$ cat src/rtl/semcell_pkg.sv
package semcell_pkg;

   typedef enum logic [2:0] {
      VW_RAW   = 3'd0,
      VW_CTRL  = 3'd1,
      VW_QSYNC = 3'd2,
      VW_QTRY  = 3'd3,
      VW_PSYNC = 3'd4,
      VW_PTRY  = 3'd5
   } view_e;

   typedef struct packed {
      logic evt;
      logic full;
      logic empty;
   } tag_t;

   localparam int TAG_EMPTY_BIT = 0;
   localparam int TAG_FULL_BIT  = 1;
   localparam int TAG_EVT_BIT   = 16;
   localparam int TAG_QMODE_BIT = 17;

endpackage

$ cat src/rtl/semcell_counter.sv
module semcell_counter #(
   parameter int CNT_W = 16
) (
   input  logic             clk,
   input  logic             rst_n,
   input  logic             inc,
   input  logic             dec,
   output logic [CNT_W-1:0] cnt_q
);
   localparam logic [CNT_W-1:0] CNT_MAX = {CNT_W{1'b1}};

   if (CNT_W < 2) begin : g_bad_width
      $error("semcell_counter: CNT_W must be at least 2");
   end

   always_ff @(posedge clk) begin
      if (!rst_n) begin
         cnt_q <= '0;
      end else if (inc && (cnt_q != CNT_MAX)) begin
         cnt_q <= cnt_q + 1'b1;
      end else if (dec && (cnt_q != '0)) begin
         cnt_q <= cnt_q - 1'b1;
      end
   end

   assert_sat_hold_R6: assert property (@(posedge clk) disable iff (!rst_n)
      (inc && cnt_q == CNT_MAX) |=> (cnt_q == CNT_MAX));

   assert_dec_step_R3: assert property (@(posedge clk) disable iff (!rst_n)
      (dec && !inc && cnt_q != '0) |=> (cnt_q == $past(cnt_q) - 1'b1));

   assert_zero_floor_R4: assert property (@(posedge clk) disable iff (!rst_n)
      (dec && !inc && cnt_q == '0) |=> (cnt_q == '0));

endmodule

$ cat src/rtl/semcell_blocker.sv
module semcell_blocker #(
   parameter int NUM_REQ = 8,
   parameter int ID_W    = 3
) (
   input  logic               clk,
   input  logic               rst_n,
   input  logic               block_en,
   input  logic [ID_W-1:0]    block_id,
   input  logic               give_en,
   output logic [NUM_REQ-1:0] blocked_q,
   output logic               wake_valid_q,
   output logic [NUM_REQ-1:0] wake_mask_q
);
   if ((1 << ID_W) < NUM_REQ) begin : g_bad_id
      $error("semcell_blocker: ID_W too narrow for NUM_REQ");
   end

   for (genvar g = 0; g < NUM_REQ; g++) begin : g_req
      always_ff @(posedge clk) begin
         if (!rst_n) begin
            blocked_q[g] <= 1'b0;
         end else if (give_en) begin
            blocked_q[g] <= 1'b0;
         end else if (block_en && (block_id == ID_W'(g))) begin
            blocked_q[g] <= 1'b1;
         end
      end
   end

   always_ff @(posedge clk) begin
      if (!rst_n) begin
         wake_valid_q <= 1'b0;
         wake_mask_q  <= '0;
      end else begin
         wake_valid_q <= give_en && (blocked_q != '0);
         wake_mask_q  <= (give_en && (blocked_q != '0)) ? blocked_q : '0;
      end
   end

   assert_wake_clears_R7: assert property (@(posedge clk) disable iff (!rst_n)
      give_en |=> (blocked_q == '0));

   assert_wake_carries_R7: assert property (@(posedge clk) disable iff (!rst_n)
      (give_en && blocked_q != '0) |=> (wake_valid_q && wake_mask_q == $past(blocked_q)));

   assert_wake_single_R7: assert property (@(posedge clk) disable iff (!rst_n)
      wake_valid_q |=> !wake_valid_q);

endmodule

$ cat src/rtl/semcell_resp.sv
module semcell_resp #(
   parameter int DATA_W = 32,
   parameter int ID_W   = 3
) (
   input  logic              clk,
   input  logic              rst_n,
   input  logic              fire,
   input  logic [DATA_W-1:0] rdata,
   input  logic [ID_W-1:0]   id,
   output logic              rsp_valid_q,
   output logic [DATA_W-1:0] rsp_rdata_q,
   output logic [ID_W-1:0]   rsp_id_q
);
   always_ff @(posedge clk) begin
      if (!rst_n) begin
         rsp_valid_q <= 1'b0;
         rsp_rdata_q <= '0;
         rsp_id_q    <= '0;
      end else begin
         rsp_valid_q <= fire;
         if (fire) begin
            rsp_rdata_q <= rdata;
            rsp_id_q    <= id;
         end
      end
   end
endmodule

$ cat src/rtl/semcell_top.sv
module semcell_top #(
   parameter int DATA_W  = 32,
   parameter int CNT_W   = 16,
   parameter int NUM_REQ = 8,
   parameter int ID_W    = (NUM_REQ > 1) ? $clog2(NUM_REQ) : 1
) (
   input  logic               clk,
   input  logic               rst_n,
   input  logic               req_valid,
   input  logic               req_write,
   input  logic [2:0]         req_view,
   input  logic [DATA_W-1:0]  req_wdata,
   input  logic [ID_W-1:0]    req_id,
   output logic               rsp_valid,
   output logic [DATA_W-1:0]  rsp_rdata,
   output logic [ID_W-1:0]    rsp_id,
   output logic [NUM_REQ-1:0] blocked_mask,
   output logic               wake_valid,
   output logic [NUM_REQ-1:0] wake_mask
);
   import semcell_pkg::*;

   if (DATA_W < semcell_pkg::TAG_QMODE_BIT + 1) begin : g_bad_data
      $error("semcell_top: DATA_W too narrow for control word");
   end
   if (CNT_W > DATA_W) begin : g_bad_cnt
      $error("semcell_top: CNT_W exceeds DATA_W");
   end

   logic [CNT_W-1:0] cnt;
   tag_t             tag_q;
   logic             pv_view, p_op, v_op, p_block;
   logic [DATA_W-1:0] rd_data;

   assign pv_view = (req_view == VW_PSYNC) || (req_view == VW_PTRY);
   assign p_op    = req_valid && !req_write && pv_view;
   assign v_op    = req_valid &&  req_write && pv_view;
   assign p_block = p_op && (req_view == VW_PSYNC) && (cnt == '0);

   semcell_counter #(.CNT_W(CNT_W)) counter_i (
      .clk   (clk),
      .rst_n (rst_n),
      .inc   (v_op),
      .dec   (p_op),
      .cnt_q (cnt)
   );

   semcell_blocker #(.NUM_REQ(NUM_REQ), .ID_W(ID_W)) blocker_i (
      .clk          (clk),
      .rst_n        (rst_n),
      .block_en     (p_block),
      .block_id     (req_id),
      .give_en      (v_op),
      .blocked_q    (blocked_mask),
      .wake_valid_q (wake_valid),
      .wake_mask_q  (wake_mask)
   );

   always_ff @(posedge clk) begin
      if (!rst_n) begin
         tag_q <= '0;
      end else if (req_valid && req_write && req_view == VW_CTRL) begin
         tag_q.evt   <= req_wdata[TAG_EVT_BIT];
         tag_q.full  <= req_wdata[TAG_FULL_BIT];
         tag_q.empty <= req_wdata[TAG_EMPTY_BIT];
      end
   end

   always_comb begin
      rd_data = '0;
      if (!req_write) begin
         case (req_view)
            VW_RAW, VW_PSYNC, VW_PTRY: rd_data[CNT_W-1:0] = cnt;
            VW_CTRL: begin
               rd_data[TAG_EVT_BIT]   = tag_q.evt;
               rd_data[TAG_FULL_BIT]  = tag_q.full;
               rd_data[TAG_EMPTY_BIT] = tag_q.empty;
               rd_data[TAG_QMODE_BIT] = 1'b0;
            end
            default: rd_data = '0;
         endcase
      end
   end

   semcell_resp #(.DATA_W(DATA_W), .ID_W(ID_W)) resp_i (
      .clk         (clk),
      .rst_n       (rst_n),
      .fire        (req_valid && !p_block),
      .rdata       (rd_data),
      .id          (req_id),
      .rsp_valid_q (rsp_valid),
      .rsp_rdata_q (rsp_rdata),
      .rsp_id_q    (rsp_id)
   );

   assert_stall_no_rsp_R5: assert property (@(posedge clk) disable iff (!rst_n)
      p_block |=> (!rsp_valid && blocked_mask[$past(req_id)]));

   assert_rsp_next_R2: assert property (@(posedge clk) disable iff (!rst_n)
      (req_valid && !p_block) |=> (rsp_valid && rsp_id == $past(req_id)));

   assert_p_old_value_R3: assert property (@(posedge clk) disable iff (!rst_n)
      (p_op && !p_block) |=> (rsp_rdata[CNT_W-1:0] == $past(cnt)));

   assert_raw_write_ignored_R8: assert property (@(posedge clk) disable iff (!rst_n)
      (req_valid && req_write && req_view == VW_RAW) |=> $stable(cnt));

endmodule

$ cat config.mk
export PLATFORM = sky130hd
export DESIGN_NAME = semcell_top
export DESIGN_NICKNAME = d
export VERILOG_FILES = /design/src/rtl/semcell_pkg.sv /design/src/rtl/semcell_counter.sv /design/src/rtl/semcell_blocker.sv /design/src/rtl/semcell_resp.sv /design/src/rtl/semcell_top.sv
export SDC_FILE = /design/constraint.sdc
export NUM_CORES = 1
export LEC_CHECK = 0
export CAP_MARGIN = 15
export CORE_MARGIN = 2
export CORE_UTILIZATION = 55
export DETAILED_ROUTE_END_ITERATION = 6
export DONT_BUFFER_PORTS = 1
export HOLD_SLACK_MARGIN = 0.08
export PLACE_DENSITY = 0.78
export SYNTH_ARGS = -nofsm -noshare
export SYNTH_HDL_FRONTEND = slang
export SYNTH_SLANG_ARGS = --single-unit
$ cat constraint.sdc
create_clock -name clk -period 4.2 [get_ports clk]
set_input_delay 0.84 -clock clk [delete_from_list [all_inputs] [get_ports clk]]
set_output_delay 0.84 -clock clk [all_outputs]
set_load 0.01 [all_outputs]
==> impl_metrics.json, run 1 <==
{
  "status": "completed",
  "synth_edf_count": 0,
  "drive_gt1_frac": 0.0776,
  "cp_data_required_time_ns": 4.41,
  "grt_start_max_net_pins": 59,
  "vias": 2585,
  "pwr-share-clk": 0.399,
  "switching_share": 0.302,
  "start_util": 0.561,
  "finalHoldViolCount": 0,
  "grt_util_all_layers": 0.233,
  "nFillCells": 464,
  "globalplace.congestion": 0.881,
  "viasPerCell": 5.97,
  "drc": 0,
  "internal-power_mw": 1.03,
  "syn-cell-area_um2": 3050,
  "cts_buffers": 9,
  "coreArea_um2": 5440,
  "synth_top_family_by_area": "simple AND/OR/NAND/NOR gates",
  "clk_pin_slew_worst_paths_ns": 0.07,
  "ant_nets": 0,
  "peakVddDrop_v": 0.000250,
  "setup_tns_ns": 0,
  "arrival_ns": 3.87,
  "syn2layout_area_growth_pct": 7.59,
  "detail_route.first_pass.iterations": 4,
  "final-setup-viol-count": 0,
  "dp_slack_ns": 0.252,
  "clock_sinks": 57,
  "cts_tree": "built",
  "cp_max_fo": 19,
  "nets": 415,
  "grt_antenna_before_repair": 0,
  "insertion_delay_ns": 0.35,
  "yosys.cell_types.count": 49,
  "ys.flop_type": "dfxtp_1",
  "max_stage_delay_ns": 0.61,
  "crit_type": "flip-flop to flip-flop",
  "fp.dieH_um": 78.5,
  "power_frac_seq": 0.401,
  "cts-root-buf": "clkbuf_8",
  "synth-simple-area-share": 0.246,
  "synth_mux_area_frac": 0.0131,
  "antenna_cells": 0,
  "rsz0062_at_grt": "no",
  "grt_pass1_wl_um": 11400,
  "cts_buffer_depth": 2,
  "cap_violations": 0,
  "fin_crit_ns": 3.66,
  "first_global_vias": 2507,
  "ys_ff_latch": 57,
  "io_buffers": 0,
  "fmax_mhz": 273,
  "path_cells": "nand4_1 > nor4_1 > or2_2 > ha_1 > a211o_1 > a21oi_1 > a211oi_2 > o41ai_1 > or4b_2 > o211ai_1",
  "die-area_um2": 6160,
  "synth_compound_area_frac": 0.219,
  "avgSynthCellArea_um2": 8.52,
  "synth_adder_area_share": 0.0722,
  "hold_ws_ns": 0.501,
  "yosysSeqAreaShare": 0.374,
  "finalMaxSlewViolations": 0,
  "startpoint_type": "flip-flop",
  "synth_cells": 358,
  "io_pins": 95,
  "ctsHoldBuffers": 0,
  "setup_ws_ns": 0.535,
  "worst_setup_path_end_kind": "flip-flop",
  "hold_path_class": "flip-flop to flip-flop",
  "slowest_stage": "o41ai_1",
  "p_comb_frac": 0.200,
  "finalCritPeriodShare": 0.873,
  "rows": 27,
  "synth-warning-count": 0,
  "drt-initial-drc-count": 121,
  "fin_skew_ns": 0.0112,
  "power.density_nw_per_um2": 448,
  "place_hpwl_um": 4680,
  "wl_um": 6790,
  "postCtsSetupBuffers": 0,
  "gr-total-overflow": 0,
  "cts_resized": 0,
  "worst_pin_slew_ns": 0.793,
  "wl_per_cell_um": 15.7,
  "maxSlewHeadroom": 0.471,
  "htreeDepth": 3,
  "netSwitchingPower_mw": 0.445,
  "die_w_um": 78.5,
  "p_leak_nw": 1.30,
  "async_flop_share": 0,
  "synth_xor_area_frac": 0.00574
}
==> power by group through the flow <==
stage | logic (mW) | clock network, mW | registers (mW)
detailed placement | 0.289 | 0 | 0.602
floorplan | 0.257 | 0 | 0.592
finish | 0.295 | 0.587 | 0.590
global route | 0.334 | 0.619 | 0.593
global placement | 0.280 | 0 | 0.601
CTS | 0.291 | 0.593 | 0.589
==> final cells by class <==
class,count,area [um2],area share
tap,72,90.1,0.0274
clock inverter,7,103,0.0312
inverter,7,26.3,0.00800
clock buffer,9,124,0.0377
multi-input combinational,277,1770,0.538
timing repair buffer,4,33.8,0.0103
sequential,57,1140,0.348
==> through the flow <==
step                      cells   util  total power [mW]  cell area (um2)
after floorplan             372      -             0.850             3100
after global placement      416  0.560             0.881             3050
after detailed placement    416  0.560             0.891             3050
after CTS                   432  0.602              1.47             3270
after global routing        433  0.604              1.55             3280
final                       433  0.604              1.47             3280
==> logic make-up after synthesis <==
family,after synthesis
xor gates and xnor gates,2
and+or+nand+nor,146
buffers and inverters,38
muxes,4
other,1
DFF,57
AOI/OAI and AO/OA,93
adders and majority gates,17
==> path summary, 6_finish.rpt <==
path                          startpoint                      to  slack (ns)  cells past startpoint
setup / recovery     counter_i.cnt_q[15]     counter_i.cnt_q[15]        0.54                     10
hold / removal    resp_i.rsp_rdata_q[13]  resp_i.rsp_rdata_q[13]        0.50                      2
setup reg to reg     counter_i.cnt_q[15]     counter_i.cnt_q[15]        0.54                     10
hold reg to reg   resp_i.rsp_rdata_q[13]  resp_i.rsp_rdata_q[13]        0.50                      2
==> layout by cell type, fill, tap and decap left out, types with 2 or more instances in the layout <==
| master | count |
|---|---|
| a21o_1 | 5 |
| nand4_1 | 11 |
| o31ai_1 | 3 |
| mux2i_1 | 4 |
| a211o_1 | 3 |
| a21oi_1 | 20 |
| conb_1 | 15 |
| buf_4 | 3 |
| o211a_1 | 3 |
| a21boi_1 | 10 |
| a31o_2 | 3 |
| nor4_1 | 7 |
| nor3_1 | 4 |
| nand3_1 | 24 |
| ha_1 | 16 |
| nor2_1 | 24 |
| and2_1 | 11 |
| a31oi_1 | 3 |
| bufinv_16 | 2 |
| clkinv_4 | 3 |
| o21ai_0 | 7 |
| nor2b_1 | 12 |
| inv_1 | 7 |
| clkbuf_8 | 9 |
| o211ai_1 | 5 |
| nand2_1 | 35 |
| a211oi_1 | 4 |
| and3_1 | 5 |
| dfxtp_1 | 57 |
| o41ai_1 | 2 |
| nand3b_1 | 7 |
| or4_1 | 2 |
| o21a_1 | 4 |
| a21boi_0 | 13 |
==> critical path: cells and delay by family (launching register included) <==
| kind | cells | cell delay (ns) |
|---|---|---|
| compound gates | 5 | 1.47 |
| simple gates | 4 | 1.26 |
| flops | 1 | 0.45 |
| fa+ha+maj | 1 | 0.33 |
==> synth_stat cells (all sizes together), types with 5 or more instances <==
master	n	area, um2
buf	18	134
a21o	5	37.5
nand2	35	131
nand3	24	120
ha	16	200
a21oi	20	100
a21boi	23	173
o21ai	7	35.0
inv	7	26.3
nor2b	12	75.1
nand3b	7	52.6
nor2	24	90.1
clkbuf	13	48.8
nor4	7	43.8
and2	11	68.8
a211oi	5	42.5
dfxtp	57	1140
and3	5	31.3
o211ai	5	37.5
nand4	11	68.8
==> routing by layer <==
layer | part of all wire | GRT usage
met1 | 0.43 | 0.277
met2 | 0.49 | 0.385
met3 | 0.063 | 0.0655
met4 | 0.019 | 0.119
met5 | 0 | 0
==> flip-flops by register name (all words and copies together) (netlist names) <==
name	cells
blocker_i.wake_mask_q	8
blocker_i.blocked_q	8
tag_q	3
resp_i.rsp_valid_q	1
resp_i.rsp_id_q	3
blocker_i.wake_valid_q	1
counter_i.cnt_q	16
resp_i.rsp_rdata_q	17
Note: power is estimated with default switching activity, not from simulation.
==> run 2: changes to the inputs <==
--- a/config.mk
+++ b/config.mk
@@ -12,6 +12,7 @@
 export DONT_BUFFER_PORTS = 1
 export HOLD_SLACK_MARGIN = 0.08
 export PLACE_DENSITY = 0.78
+export REMOVE_ABC_BUFFERS = 1
 export SYNTH_ARGS = -nofsm -noshare
 export SYNTH_HDL_FRONTEND = slang
 export SYNTH_SLANG_ARGS = --single-unit
==> run 2 against run 1 <==
Sequential power hardly changed. Clock-buffer cell count unchanged. Final cell count increased by 0.23%. Clock power shrank 4.3%. Critical path type unchanged. Critical endpoint unchanged. Highest routed layer unchanged.
==> impl_metrics.json, run 2 (same netlist as run 1, synthesis figures left out) <==
{
  "status": "completed",
  "cts_tree": "built",
  "design_area_um2": 3280,
  "viasPerCell": 5.97,
  "utilization": 0.603,
  "postCtsSetupBuffers": 0,
  "grt_util_all_layers": 0.228,
  "rows": 27,
  "vias": 2590,
  "cts_buffers": 9,
  "largestRegisters": "resp_i.rsp_rdata_q (17), counter_i.cnt_q (16)",
  "insertion_delay_ns": 0.34,
  "worst_pin_slew_ns": 0.804,
  "startpoint_type": "flip-flop",
  "layout_commonest_cell": "dfxtp_1",
  "grt_antenna_before_repair": 0,
  "grt_start_max_net_pins": 59,
  "fp.dieH_um": 78.5,
  "instances_no_fill": 434,
  "ant_nets": 0,
  "fin_skew_ns": 0.00699,
  "wl_met3_um": 441,
  "power_mw": 1.45,
  "cp_data_required_time_ns": 4.40,
  "final_cell_mix": "dfxtp_1, nand2_1, nand3_1, nor2_1, a21oi_1",
  "start_util": 0.561,
  "clock_sinks": 57,
  "finalMaxSlewViolations": 0,
  "setup_tns_ns": 0,
  "wl_per_cell_um": 15.4,
  "gr-total-overflow": 0,
  "first_global_vias": 2381,
  "crit_type": "flip-flop to flip-flop",
  "rsz0062_at_grt": "no",
  "io_buffers": 0,
  "antenna_cells": 0,
  "post_dp_cell_area_um2": 3050,
  "routed.top_layer": "met4",
  "htreeDepth": 3,
  "cp_max_fo": 19,
  "globalplace.congestion": 0.899,
  "syn2layout_area_growth_pct": 7.54,
  "cts-root-buf": "clkbuf_8",
  "drt-initial-drc-count": 169,
  "fin_crit_ns": 3.73,
  "drc": 0,
  "peakVddDrop_v": 0.000199,
  "finalHoldViolCount": 0,
  "arrival_ns": 3.93,
  "setup_ws_ns": 0.466,
  "die-area_um2": 6160,
  "dr_wl_met2_um": 3190,
  "wl_um": 6690,
  "die_w_um": 78.5,
  "drive_gt1_frac": 0.0801,
  "dp_slack_ns": 0.312,
  "worst_setup_path_end_kind": "flip-flop",
  "maxSlewHeadroom": 0.464,
  "hold_ws_ns": 0.499,
  "cap_violations": 0,
  "place_hpwl_um": 4620,
  "cts_buffer_depth": 2,
  "power.density_nw_per_um2": 442,
  "hold_path_class": "flip-flop to flip-flop",
  "cts_resized": 0,
  "coreArea_um2": 5440,
  "dp.cells": 417,
  "clk_pin_slew_worst_paths_ns": 0.07,
  "top_register": "resp_i.rsp_rdata_q",
  "detail_route.first_pass.iterations": 4,
  "p_leak_nw": 1.30,
  "final-setup-viol-count": 0,
  "finalCritPeriodShare": 0.889,
  "grt_pass1_wl_um": 11100,
  "met1_length_um": 3000,
  "ctsHoldBuffers": 0,
  "fmax_mhz": 268,
  "largest_register_ffs": 17,
  "io_pins": 95,
  "nets": 416
}
[run 2: cell count changes in the layout (fill, tap and decap cells not counted)]
cell / previous run / this run
clkinv_4: 3 / 0
clkinv_2: 0 / 2
buf_4: 3 / 4
clkinvlp_4: 1 / 2
[run 2: routing by layer]
metal,vias up,track usage
li1,1281,-
met3,10,0.0782
met5,-,0
met2,73,0.367
met1,1226,0.282
met4,0,0.0877
[run 2: area by class of cell]
type	count	area (um2)
clock buffer	9	124
clock inverter	7	93.8
fill	473	2160
inverter	7	26.3
multi-input combinational	277	1770
sequential	57	1140
tap	72	90.1
timing repair buffer	5	41.3
[run 2: worst max-delay path, stage by stage (launching register included)]
cell and delay, ns:
dfxtp_1 0.44, nand4_1 0.14, nor4_1 0.50, or2_2 0.46
ha_1 0.33, a211o_1 0.32, a21oi_1 0.31, a211oi_2 0.18
o41ai_1 0.60, or4b_2 0.24, o211ai_1 0.09
[run 2: final timing paths]
kind              slack (ns)              startpoint                endpoint  depth (start not counted)
hold / removal          0.50  resp_i.rsp_rdata_q[14]  resp_i.rsp_rdata_q[14]                          2
setup / recovery        0.47     counter_i.cnt_q[15]     counter_i.cnt_q[15]                         10
hold reg to reg         0.50  resp_i.rsp_rdata_q[14]  resp_i.rsp_rdata_q[14]                          2
setup reg to reg        0.47     counter_i.cnt_q[15]     counter_i.cnt_q[15]                         10
[run 2: power breakdown]
part	total [mW]	internal (mW)	switching, mW
clock network	0.562	0.333	0.228
registers	0.590	0.560	0.0292
logic	0.300	0.131	0.170
